$ cat src/rtl/seq_pkg.sv
package seq_pkg;

  typedef enum logic [1:0] {
    ST_IDLE,
    ST_SETTLE,
    ST_GRANT,
    ST_RELEASE
  } seqState_e;

  typedef struct packed {
    logic cntClr;
    logic cntInc;
  } seqStrobe_t;

endpackage

$ cat src/rtl/seq_datapath.sv
module seq_datapath
  import seq_pkg::*;
#(
  parameter int SETTLE_CYCLES  = 2_000_000,
  parameter int RELEASE_CYCLES = 500_000,
  parameter int DCD_SYNC       = 2
) (
  input  logic       clk,
  input  logic       rstN,
  input  seqStrobe_t strobe,
  input  logic       rxCarrier,
  output logic       settleDone,
  output logic       releaseDone,
  output logic       dsrN,
  output logic       dcdN
);

  localparam int MAX_CYCLES = (SETTLE_CYCLES > RELEASE_CYCLES) ? SETTLE_CYCLES : RELEASE_CYCLES;
  localparam int CNT_W      = $clog2(MAX_CYCLES + 1);
  localparam logic [CNT_W-1:0] SETTLE_LAST  = CNT_W'(SETTLE_CYCLES - 1);
  localparam logic [CNT_W-1:0] RELEASE_LAST = CNT_W'(RELEASE_CYCLES - 1);
  localparam logic [CNT_W-1:0] CNT_TOP      = CNT_W'(MAX_CYCLES - 1);

  logic [CNT_W-1:0]    cnt;
  logic                dsrReg;
  logic [DCD_SYNC-1:0] dcdPipe;

  // Shared interval counter: settle and release never overlap.
  always_ff @(posedge clk) begin
    if (!rstN)             cnt <= '0;
    else if (strobe.cntClr) cnt <= '0;
    else if (strobe.cntInc) cnt <= cnt + 1'b1;
  end

  assign settleDone  = (cnt == SETTLE_LAST);
  assign releaseDone = (cnt == RELEASE_LAST);

  // Data-set-ready: OFF in reset, ON from the first edge after it.
  always_ff @(posedge clk) begin
    if (!rstN) dsrReg <= 1'b1;
    else       dsrReg <= 1'b0;
  end
  assign dsrN = dsrReg;

  // Received-carrier synchronizer, depth chosen by parameter.
  for (genvar g = 0; g < DCD_SYNC; g++) begin : g_sync
    if (g == 0) begin : g_first
      always_ff @(posedge clk) begin
        if (!rstN) dcdPipe[0] <= 1'b0;
        else       dcdPipe[0] <= rxCarrier;
      end
    end else begin : g_next
      always_ff @(posedge clk) begin
        if (!rstN) dcdPipe[g] <= 1'b0;
        else       dcdPipe[g] <= dcdPipe[g-1];
      end
    end
  end
  assign dcdN = ~dcdPipe[DCD_SYNC-1];

  AST_CNT_BOUND: assert property (@(posedge clk) disable iff (!rstN)
    cnt <= CNT_TOP);
  AST_DSR_HELD: assert property (@(posedge clk) disable iff (!rstN)
    $past(rstN) |-> !dsrN);
  AST_CNT_CLEAR: assert property (@(posedge clk) disable iff (!rstN)
    strobe.cntClr |=> (cnt == '0));

endmodule

$ cat src/rtl/seq_control.sv
module seq_control
  import seq_pkg::*;
(
  input  logic       clk,
  input  logic       rstN,
  input  logic       reqOn,
  input  logic       settleDone,
  input  logic       releaseDone,
  output seqStrobe_t strobe,
  output logic       carrierN,
  output logic       ctsN
);

  seqState_e state;
  seqState_e stateNext;

  always_comb begin
    stateNext     = state;
    strobe.cntClr = 1'b0;
    strobe.cntInc = 1'b0;
    unique case (state)
      ST_IDLE: begin
        if (reqOn) begin
          stateNext     = ST_SETTLE;
          strobe.cntClr = 1'b1;
        end
      end
      ST_SETTLE: begin
        if (!reqOn) begin
          stateNext     = ST_IDLE;
          strobe.cntClr = 1'b1;
        end else if (settleDone) begin
          stateNext     = ST_GRANT;
          strobe.cntClr = 1'b1;
        end else begin
          strobe.cntInc = 1'b1;
        end
      end
      ST_GRANT: begin
        if (!reqOn) begin
          stateNext     = ST_RELEASE;
          strobe.cntClr = 1'b1;
        end
      end
      ST_RELEASE: begin
        if (releaseDone) begin
          stateNext     = ST_IDLE;
          strobe.cntClr = 1'b1;
        end else begin
          strobe.cntInc = 1'b1;
        end
      end
      default: stateNext = ST_IDLE;
    endcase
  end

  always_ff @(posedge clk) begin
    if (!rstN) state <= ST_IDLE;
    else       state <= stateNext;
  end

  assign carrierN = !((state == ST_SETTLE) || (state == ST_GRANT));
  assign ctsN     = !((state == ST_GRANT) || (state == ST_RELEASE));

  AST_CARRIER_BEFORE_GRANT: assert property (@(posedge clk) disable iff (!rstN)
    $fell(ctsN) |-> (!carrierN && !$past(carrierN)));
  AST_GRANT_AFTER_SETTLE: assert property (@(posedge clk) disable iff (!rstN)
    $fell(ctsN) |-> ($past(state) == ST_SETTLE && $past(settleDone)));
  AST_DROP_BEFORE_REVOKE: assert property (@(posedge clk) disable iff (!rstN)
    $rose(ctsN) |-> (carrierN && $past(carrierN)));
  AST_ABORT_NO_GRANT: assert property (@(posedge clk) disable iff (!rstN)
    (state == ST_SETTLE && !reqOn) |=> (ctsN && carrierN));
  AST_NO_GRANT_WITHOUT_REQ: assert property (@(posedge clk) disable iff (!rstN)
    (!reqOn && ctsN) |=> ctsN);

endmodule

$ cat src/rtl/rts_cts_sequencer.sv
module rts_cts_sequencer
  import seq_pkg::*;
#(
  parameter int SETTLE_CYCLES  = 2_000_000,
  parameter int RELEASE_CYCLES = 500_000,
  parameter int DCD_SYNC       = 2
) (
  input  logic clk,
  input  logic rstN,
  input  logic dtrN,
  input  logic rtsN,
  input  logic loopEn,
  input  logic rxCarrier,
  output logic carrierN,
  output logic ctsN,
  output logic dsrN,
  output logic dcdN
);

  seqStrobe_t strobe;
  logic       settleDone;
  logic       releaseDone;
  logic       reqOn;

  // Request is valid only with terminal ready; loopback takes it from local DSR.
  assign reqOn = !dtrN && (loopEn ? !dsrN : !rtsN);

  seq_control u_control (
    .clk         (clk),
    .rstN        (rstN),
    .reqOn       (reqOn),
    .settleDone  (settleDone),
    .releaseDone (releaseDone),
    .strobe      (strobe),
    .carrierN    (carrierN),
    .ctsN        (ctsN)
  );

  seq_datapath #(
    .SETTLE_CYCLES  (SETTLE_CYCLES),
    .RELEASE_CYCLES (RELEASE_CYCLES),
    .DCD_SYNC       (DCD_SYNC)
  ) u_datapath (
    .clk         (clk),
    .rstN        (rstN),
    .strobe      (strobe),
    .rxCarrier   (rxCarrier),
    .settleDone  (settleDone),
    .releaseDone (releaseDone),
    .dsrN        (dsrN),
    .dcdN        (dcdN)
  );

  AST_LOOP_IGNORES_RTS: assert property (@(posedge clk) disable iff (!rstN)
    (loopEn && $past(loopEn) && !dtrN && $past(!dtrN) && !$past(ctsN) && !$past(carrierN))
      |-> (!ctsN && !carrierN));

endmodule

$ cat config.mk
export PLATFORM = sky130hd
export DESIGN_NAME = rts_cts_sequencer
export DESIGN_NICKNAME = d
export VERILOG_FILES = /design/src/rtl/seq_pkg.sv /design/src/rtl/seq_datapath.sv /design/src/rtl/seq_control.sv /design/src/rtl/rts_cts_sequencer.sv
export SDC_FILE = /design/constraint.sdc
export NUM_CORES = 1
export LEC_CHECK = 0
export BUFFER_PORTS_ARGS = -buffer_cell sky130_fd_sc_hd__buf_2
export CAP_MARGIN = 20
export CORE_UTILIZATION = 61
export CTS_CLUSTER_SIZE = 40
export DETAILED_ROUTE_END_ITERATION = 10
export PLACE_DENSITY = 0.89
export SLEW_MARGIN = 20
export SYNTH_ARGS = -nofsm -noshare
export SYNTH_HDL_FRONTEND = slang
export SYNTH_SLANG_ARGS = --single-unit
export TNS_END_PERCENT = 50
$ cat constraint.sdc
create_clock -name clk -period 2.8 [get_ports clk]
set_input_delay 0.28 -clock clk [delete_from_list [all_inputs] [get_ports clk]]
set_output_delay 0.28 -clock clk [all_outputs]
set_load 0.05 [all_outputs]
======== Word level (Yosys, flattened, before mapping) ========
Index checks and enable logic that the tools add are counted.
cells by class
  bitwise gates (word level) .............. 2
  reductions and logical operators ........ 11
  equal/unequal tests ..................... 9
  muxes and demuxes ....................... 18
  $add $sub $neg .......................... 1
operator list
  kind                                                   count
  adder 21 x 1 -> 21 bit, second input constant          1
  == test 21 x 19 -> 1 bit, second input constant        1
  == test 21 bit, second input constant                  1
  two-way mux 1 bit                                      10
  two-way mux 2 bit                                      5
  case mux 2 bit (4 select lines)                        1
  logical NOT 1 bit                                      5
  == test 2 bit, second input constant                   2
  inequality test 2 bit, second input constant           2
  case mux 1 bit (4 select lines)                        1
  AND reduction 4 bit                                    1
  inequality test 3 bit, second input constant           1
  == test 2 x 1 -> 1 bit, second input constant          1
  logical NOT 2 bit                                      1
  logical OR 1 bit                                       2
  inequality test 2 x 1 -> 1 bit, second input constant  1
  NOT 1 bit                                              2
  case mux 1 bit (2 select lines)                        1
  OR reduction 2 bit                                     1
  logical AND 1 bit                                      1
word-level totals
  bits in registers ....................... 26
  output and inout bits ................... 4
  word-level logic and storage cells ...... 46
  input bits .............................. 6

======== Depth between registers and ports, before layout ========
  depth in word-level cells ............... 6
  gate-level depth with buffers ........... 8
  mapped depth without buffers ............ 7

======== Cells and area by module ========
A second synthesis with hierarchy kept.
unflattened totals
  cell total of the unflattened synthesis .. 159
  area total of the unflattened synthesis .. 1342.5 um2
by module, submodules not included
  module             area an instance (um2)  cells each  times used  sequential area each (um2)
  seq_datapath       1111.1                  131         1           480.5
  seq_control        212.7                   26          1           40.0
  rts_cts_sequencer  18.8                    2           1           0.0

======== Worst setup path after synthesis ========
OpenSTA, ideal clock, no wires.
  path kind ............................... register -> register
  from .................................... reg u_datapath.dsrReg (netlist: u_datapath.dsrN)
  to ...................................... reg u_datapath.cnt[15]
  slack ................................... 641 ps
  buffers on the path ..................... 1
  arrival time ............................ 2073 ps
  setup time .............................. 86 ps
  stages on the path, launching flop included .. 7
  required time ........................... 2714 ps
  period minus slack after synthesis ...... 2159 ps
  cells stage by stage .................... dfxtp_1 -> mux2_2 -> nor3b_2 -> clkbuf_1 -> o2111ai_1 -> a21o_2 -> a211oi_1
between the ends
  longest elaborated chain between the ends .. 6
  elaborated cells between the ends (all ways) .. 10
  classes of those cells .................. 7 x mux; 3 x reduce/logical
ends and longest elaborated chain
  item                                  RTL line                                                 text
  start: declaration                    seq_datapath.sv:25                                       logic dsrReg;
  start signal: assignment              seq_datapath.sv:40                                       if (!rstN) dsrReg <= 1'b1;
  start signal: assignment              seq_datapath.sv:41                                       else dsrReg <= 1'b0;
  logical NOT 1 bit (*)                 rts_cts_sequencer.sv:26                                  assign reqOn = !dtrN && (loopEn ? !dsrN : !rtsN);
  two-way mux 1 bit (*)                 rts_cts_sequencer.sv:26
  logical AND 1 bit (*)                 rts_cts_sequencer.sv:26
  two-way mux 1 bit (on tied branches)  seq_control.sv:40, seq_control.sv:23, seq_control.sv:29
  case mux 1 bit (4 select lines)       seq_control.sv:21                                        unique case (state)
  OR reduction 2 bit (no line)          n/a
  end signal: assignment                seq_datapath.sv:32                                       else if (strobe.cntInc) cnt <= cnt + 1'b1;
  end: declaration                      seq_datapath.sv:24                                       logic [CNT_W-1:0] cnt;
Every way passes the cells marked *; elsewhere a longest branch is shown, timed or not.
A chain may end at the register's enable or synchronous reset.

======== Worst setup path after layout ========
  from .................................... reg u_datapath.cnt[3]
  to ...................................... reg u_datapath.cnt[3]
between the ends
  longest elaborated chain between the ends .. 5
  elaborated cells between the ends (all ways) .. 12
  classes of those cells .................. 1 x add/sub; 2 x eq/ne; 8 x mux; 1 x reduce/logical
ends and longest elaborated chain
  item                             RTL line            text
  == test 21 bit                   seq_datapath.sv:35  assign settleDone = (cnt == SETTLE_LAST);
  two-way mux 1 bit                seq_control.sv:32   end else if (settleDone) begin
  two-way mux 1 bit                seq_control.sv:29   if (!reqOn) begin
  case mux 1 bit (4 select lines)  seq_control.sv:21
  OR reduction 2 bit (no line)     n/a
Several ways; a longest one is shown, not always the timed one.

==> summary.txt <==
Pwr
  • Clk pwr share: 34.2%
  • Max VDD drop: around 0.26 mV
  • Comb pwr share: 15.8%
  • Leakage: between 0.6 and 0.7 nW
  • Seq pwr share: 49.9%
  • Cell internal pwr: around 0.56 mW
  • Pwr dens: ~390 nW/um^2
  • Sw Ratio: approximately 28%
  • P_sw: between 0.2 and 0.25 mW

Hold path
  • Worst Hold Launch: rxCarrier
  • Hold EP: u_datapath.dcdPipe[0]
  • Worst min path class: in -> reg
  • Hold path depth: 2

Floorplan
  • Ports: 10
  • Row Count: 19
  • Die Height: between 50 and 60 um
  • Initial Utilization: between 60% and 70%
  • Die area: about 3300 um^2
  • Core box area: between 2000 and 3000 um^2
  • Die W: between 50 and 60 um

Worst setup path
  • WP data required: a little over 3 ns
  • Worst reg2reg setup slack: around 0.42 ns
  • Worst Path Arrival: around 2.7 ns
  • Slowest cell on the critical path: or4_4
  • Worst R2R Path Depth: 5
  • Crit-path max cell delay: roughly 0.64 ns
  • Worst path cell trace: nand4_1, or4_4, o21ai_2, o221ai_1, a211oi_2
  • Worst-path fanout max: 17
  • Delay-heaviest family, CP: simple AND/OR/NAND/NOR gates
  • WP buf/inv: 0
  • Worst setup EP type: register
  • Critical path class: reg -> reg
  • Startpoint Class: register
  • RR Endpoint: u_datapath.cnt[3]
  • Reg-to-Reg Start: u_datapath.cnt[3]
  • Total stage count of the critical path: 5

Layout
  • Most frequent cells in the layout: dfxtp_1, nand3_1, o2111ai_1, a211oi_1, a21o_1
  • Final #Nets: approximately 240
  • Commonest non-fill, non-tap cell in the layout: dfxtp_1
  • Share of cells above drive strength 1: 13.2%
  • Post-Layout Cell Count: 258
  • Core Util, Final: 70.0%
  • Area growth from synthesis to layout: 5.25%
  • # diodes: 0
  • Fin area: a little under 2000 um^2

Synth
  • Leading area contributor after synthesis: dfxtp_1
  • Cell variety after synth: 46
  • Async set-reset flop share out of synthesis: 0%
  • Post-Syn Instances: between 200 and 250
  • EDFF count, synth: 0
  • Synth top area share: around 28%
  • Synth Register Bits: 26
  • Ys Warns: 0
  • Sequential fraction of the synthesis area: approximately 28%
  • Synth Area per Inst: 8.36 um^2
  • Syn nets: 236
  • Synth area leaders: dfxtp_1, o2111ai_1, a211oi_1
  • Syn Std Cell Area: around 1900 um^2
  • Top FF cell, synth: dfxtp_1

Placement
  • GPL Wtd Cong: around 0.94
  • Post-DP Area: roughly 1900 um^2
  • # port buffers: 9
  • DP HPWL: 3.28 mm
  • Dpl cells: between 200 and 300

CTS
  • Clk_lat worst skew: 0.34 ns
  • Clock Pin Slew Worst Setup and Hold Paths: 0.15 ns
  • Post-CTS Setup Bufs: 0
  • CTS tree: yes
  • Maximum clock path buffer count: 2
  • Post-CTS sizing: 0
  • CTS Root Cell: clkbuf_4
  • H-tree depth: 1
  • Hold_buf cts: 0
  • CTS Buf Count: 3
  • Sink Count: 26

Timing
  • RSZ-0062 raised after global routing: false
  • Setup Skew: approximately 0.010 ns
  • Worst-Margin Slew: about 0.8 ns
  • Crit path time final: 2.38 ns
  • Setup TNS: 0 ns
  • Final Hold Fails: 0
  • Fmax: between 400 and 500 MHz
  • Final Max Slew Viols: 0
  • Final setup viols: 0
  • Crit share post-route: 84.9%
  • Max-Slew Margin vs Limit: about 48%

Global routing
  • Antenna violations before repair: 0
  • Largest net degree at the start of global routing: 22
  • Total global-route track usage: 30.7%
  • Vias in the first global route: between 1500 and 2000
  • Global-route wire length before repair: around 7.9 mm
  • Gr ovfl total: 0

Route
  • Post-route DRC: 1
  • Post-Route WL: ~4.7 mm
  • Routed len/inst: approximately 18 um
  • Initial drt markers: 121
  • DR pass1 iterations: 8
  • Vias per inst: around 7.4
  • Via count: around 1900
  • Final ANT Viol Nets: 0

Status
  • Status: complete, but fails checks
  • Failing checks: design-rule violations

Run
  • Number of max-cap violations: 0
==> cells by family (layout without fill, tap and decap cells) <==
| group | Yosys count | count (layout) | share of synthesized area, % |
|---|---|---|---|
| AOI/OAI and AO/OA | 76 | 76 | 32.4 |
| muxes | 6 | 6 | 3.26 |
| buffers and inverters | 25 | 27 | 5.98 |
| adders and majority gates | 5 | 5 | 3.32 |
| DFF | 26 | 26 | 27.7 |
| and+or+nand+nor | 87 | 87 | 27.4 |
==> layer usage <==
| metal | part of all wire [%] | track usage [%] | vias up |
|---|---|---|---|
| met5 | 0 | 0 | - |
| met4 | 2.7 | 16.0 | 0 |
| met3 | 9.4 | 3.85 | 17 |
| met2 | 44 | 45.7 | 109 |
| met1 | 44 | 43.3 | 871 |
| li1 | - | - | 912 |
==> power groups by stage <==
stage	Combinational [mW]	Clock [mW]	Sequential, mW
6_report	0.124	0.267	0.390
5_1_grt	0.134	0.282	0.391
4_1_cts	0.122	0.271	0.389
2_1_floorplan	0.0932	0	0.393
3_5_place_dp	0.122	0	0.398
3_3_place_gp	0.120	0	0.397
==> cell usage after synthesis, types with 2 or more instances <==
library cell,instances
mux2i_1,5
nor4_1,6
dfxtp_1,26
a211oi_2,2
o211a_1,2
o2111ai_1,16
and4_1,3
o211ai_1,10
a211oi_1,15
o21a_1,2
nor3_1,9
buf_2,3
a21o_1,12
o221ai_1,2
inv_1,8
clkbuf_1,12
ha_1,5
buf_6,2
and3_1,5
o21ai_0,7
and2_1,6
nand4_1,8
nand2_1,8
nor2_1,10
nand3_1,18
nor2b_1,3
==> layout make-up <==
type | instances | area, um^2
Fill cell | 243 | 848
Clock inverter | 1 | 30.0
Tap cell | 31 | 38.8
Timing Repair Buffer | 15 | 90.1
Multi-Input combinational cell | 174 | 1250
Sequential cell | 26 | 520
Inverter | 8 | 30.0
Clock buffer | 3 | 22.5
==> how the worst max path moves through the flow <==
stage	slack [ns]	endpoint	startpoint
floorplan	0.64	u_datapath.cnt[15]	u_datapath.dsrN
CTS	0.48	u_datapath.cnt[0]	u_datapath.cnt[15]
detailed placement	0.48	u_datapath.cnt[5]	u_datapath.cnt[15]
global placement	0.53	u_datapath.cnt[0]	u_datapath.cnt[15]
global route	0.24	u_datapath.cnt[0]	u_datapath.cnt[15]
finish	0.42	u_datapath.cnt[3]	u_datapath.cnt[3]
==> flip-flops by register name, summed over array words and instances, names as in the netlist, named ones only <==
signal / flops
u_control.state: 1
u_datapath.cnt: 21
u_datapath.dcdPipe: 2
u_datapath.dsrN: 1
==> stage by stage <==
stage               power [mW]  hold slack, ns  setup WS (ns)
CTS                      0.783           0.134          0.478
detailed placement       0.520           0.448          0.483
global route             0.807           0.134          0.244
finish                   0.781           0.131          0.424
global placement         0.517           0.412          0.525
floorplan                0.487           0.402          0.641
(Power assumes the default switching activity.)
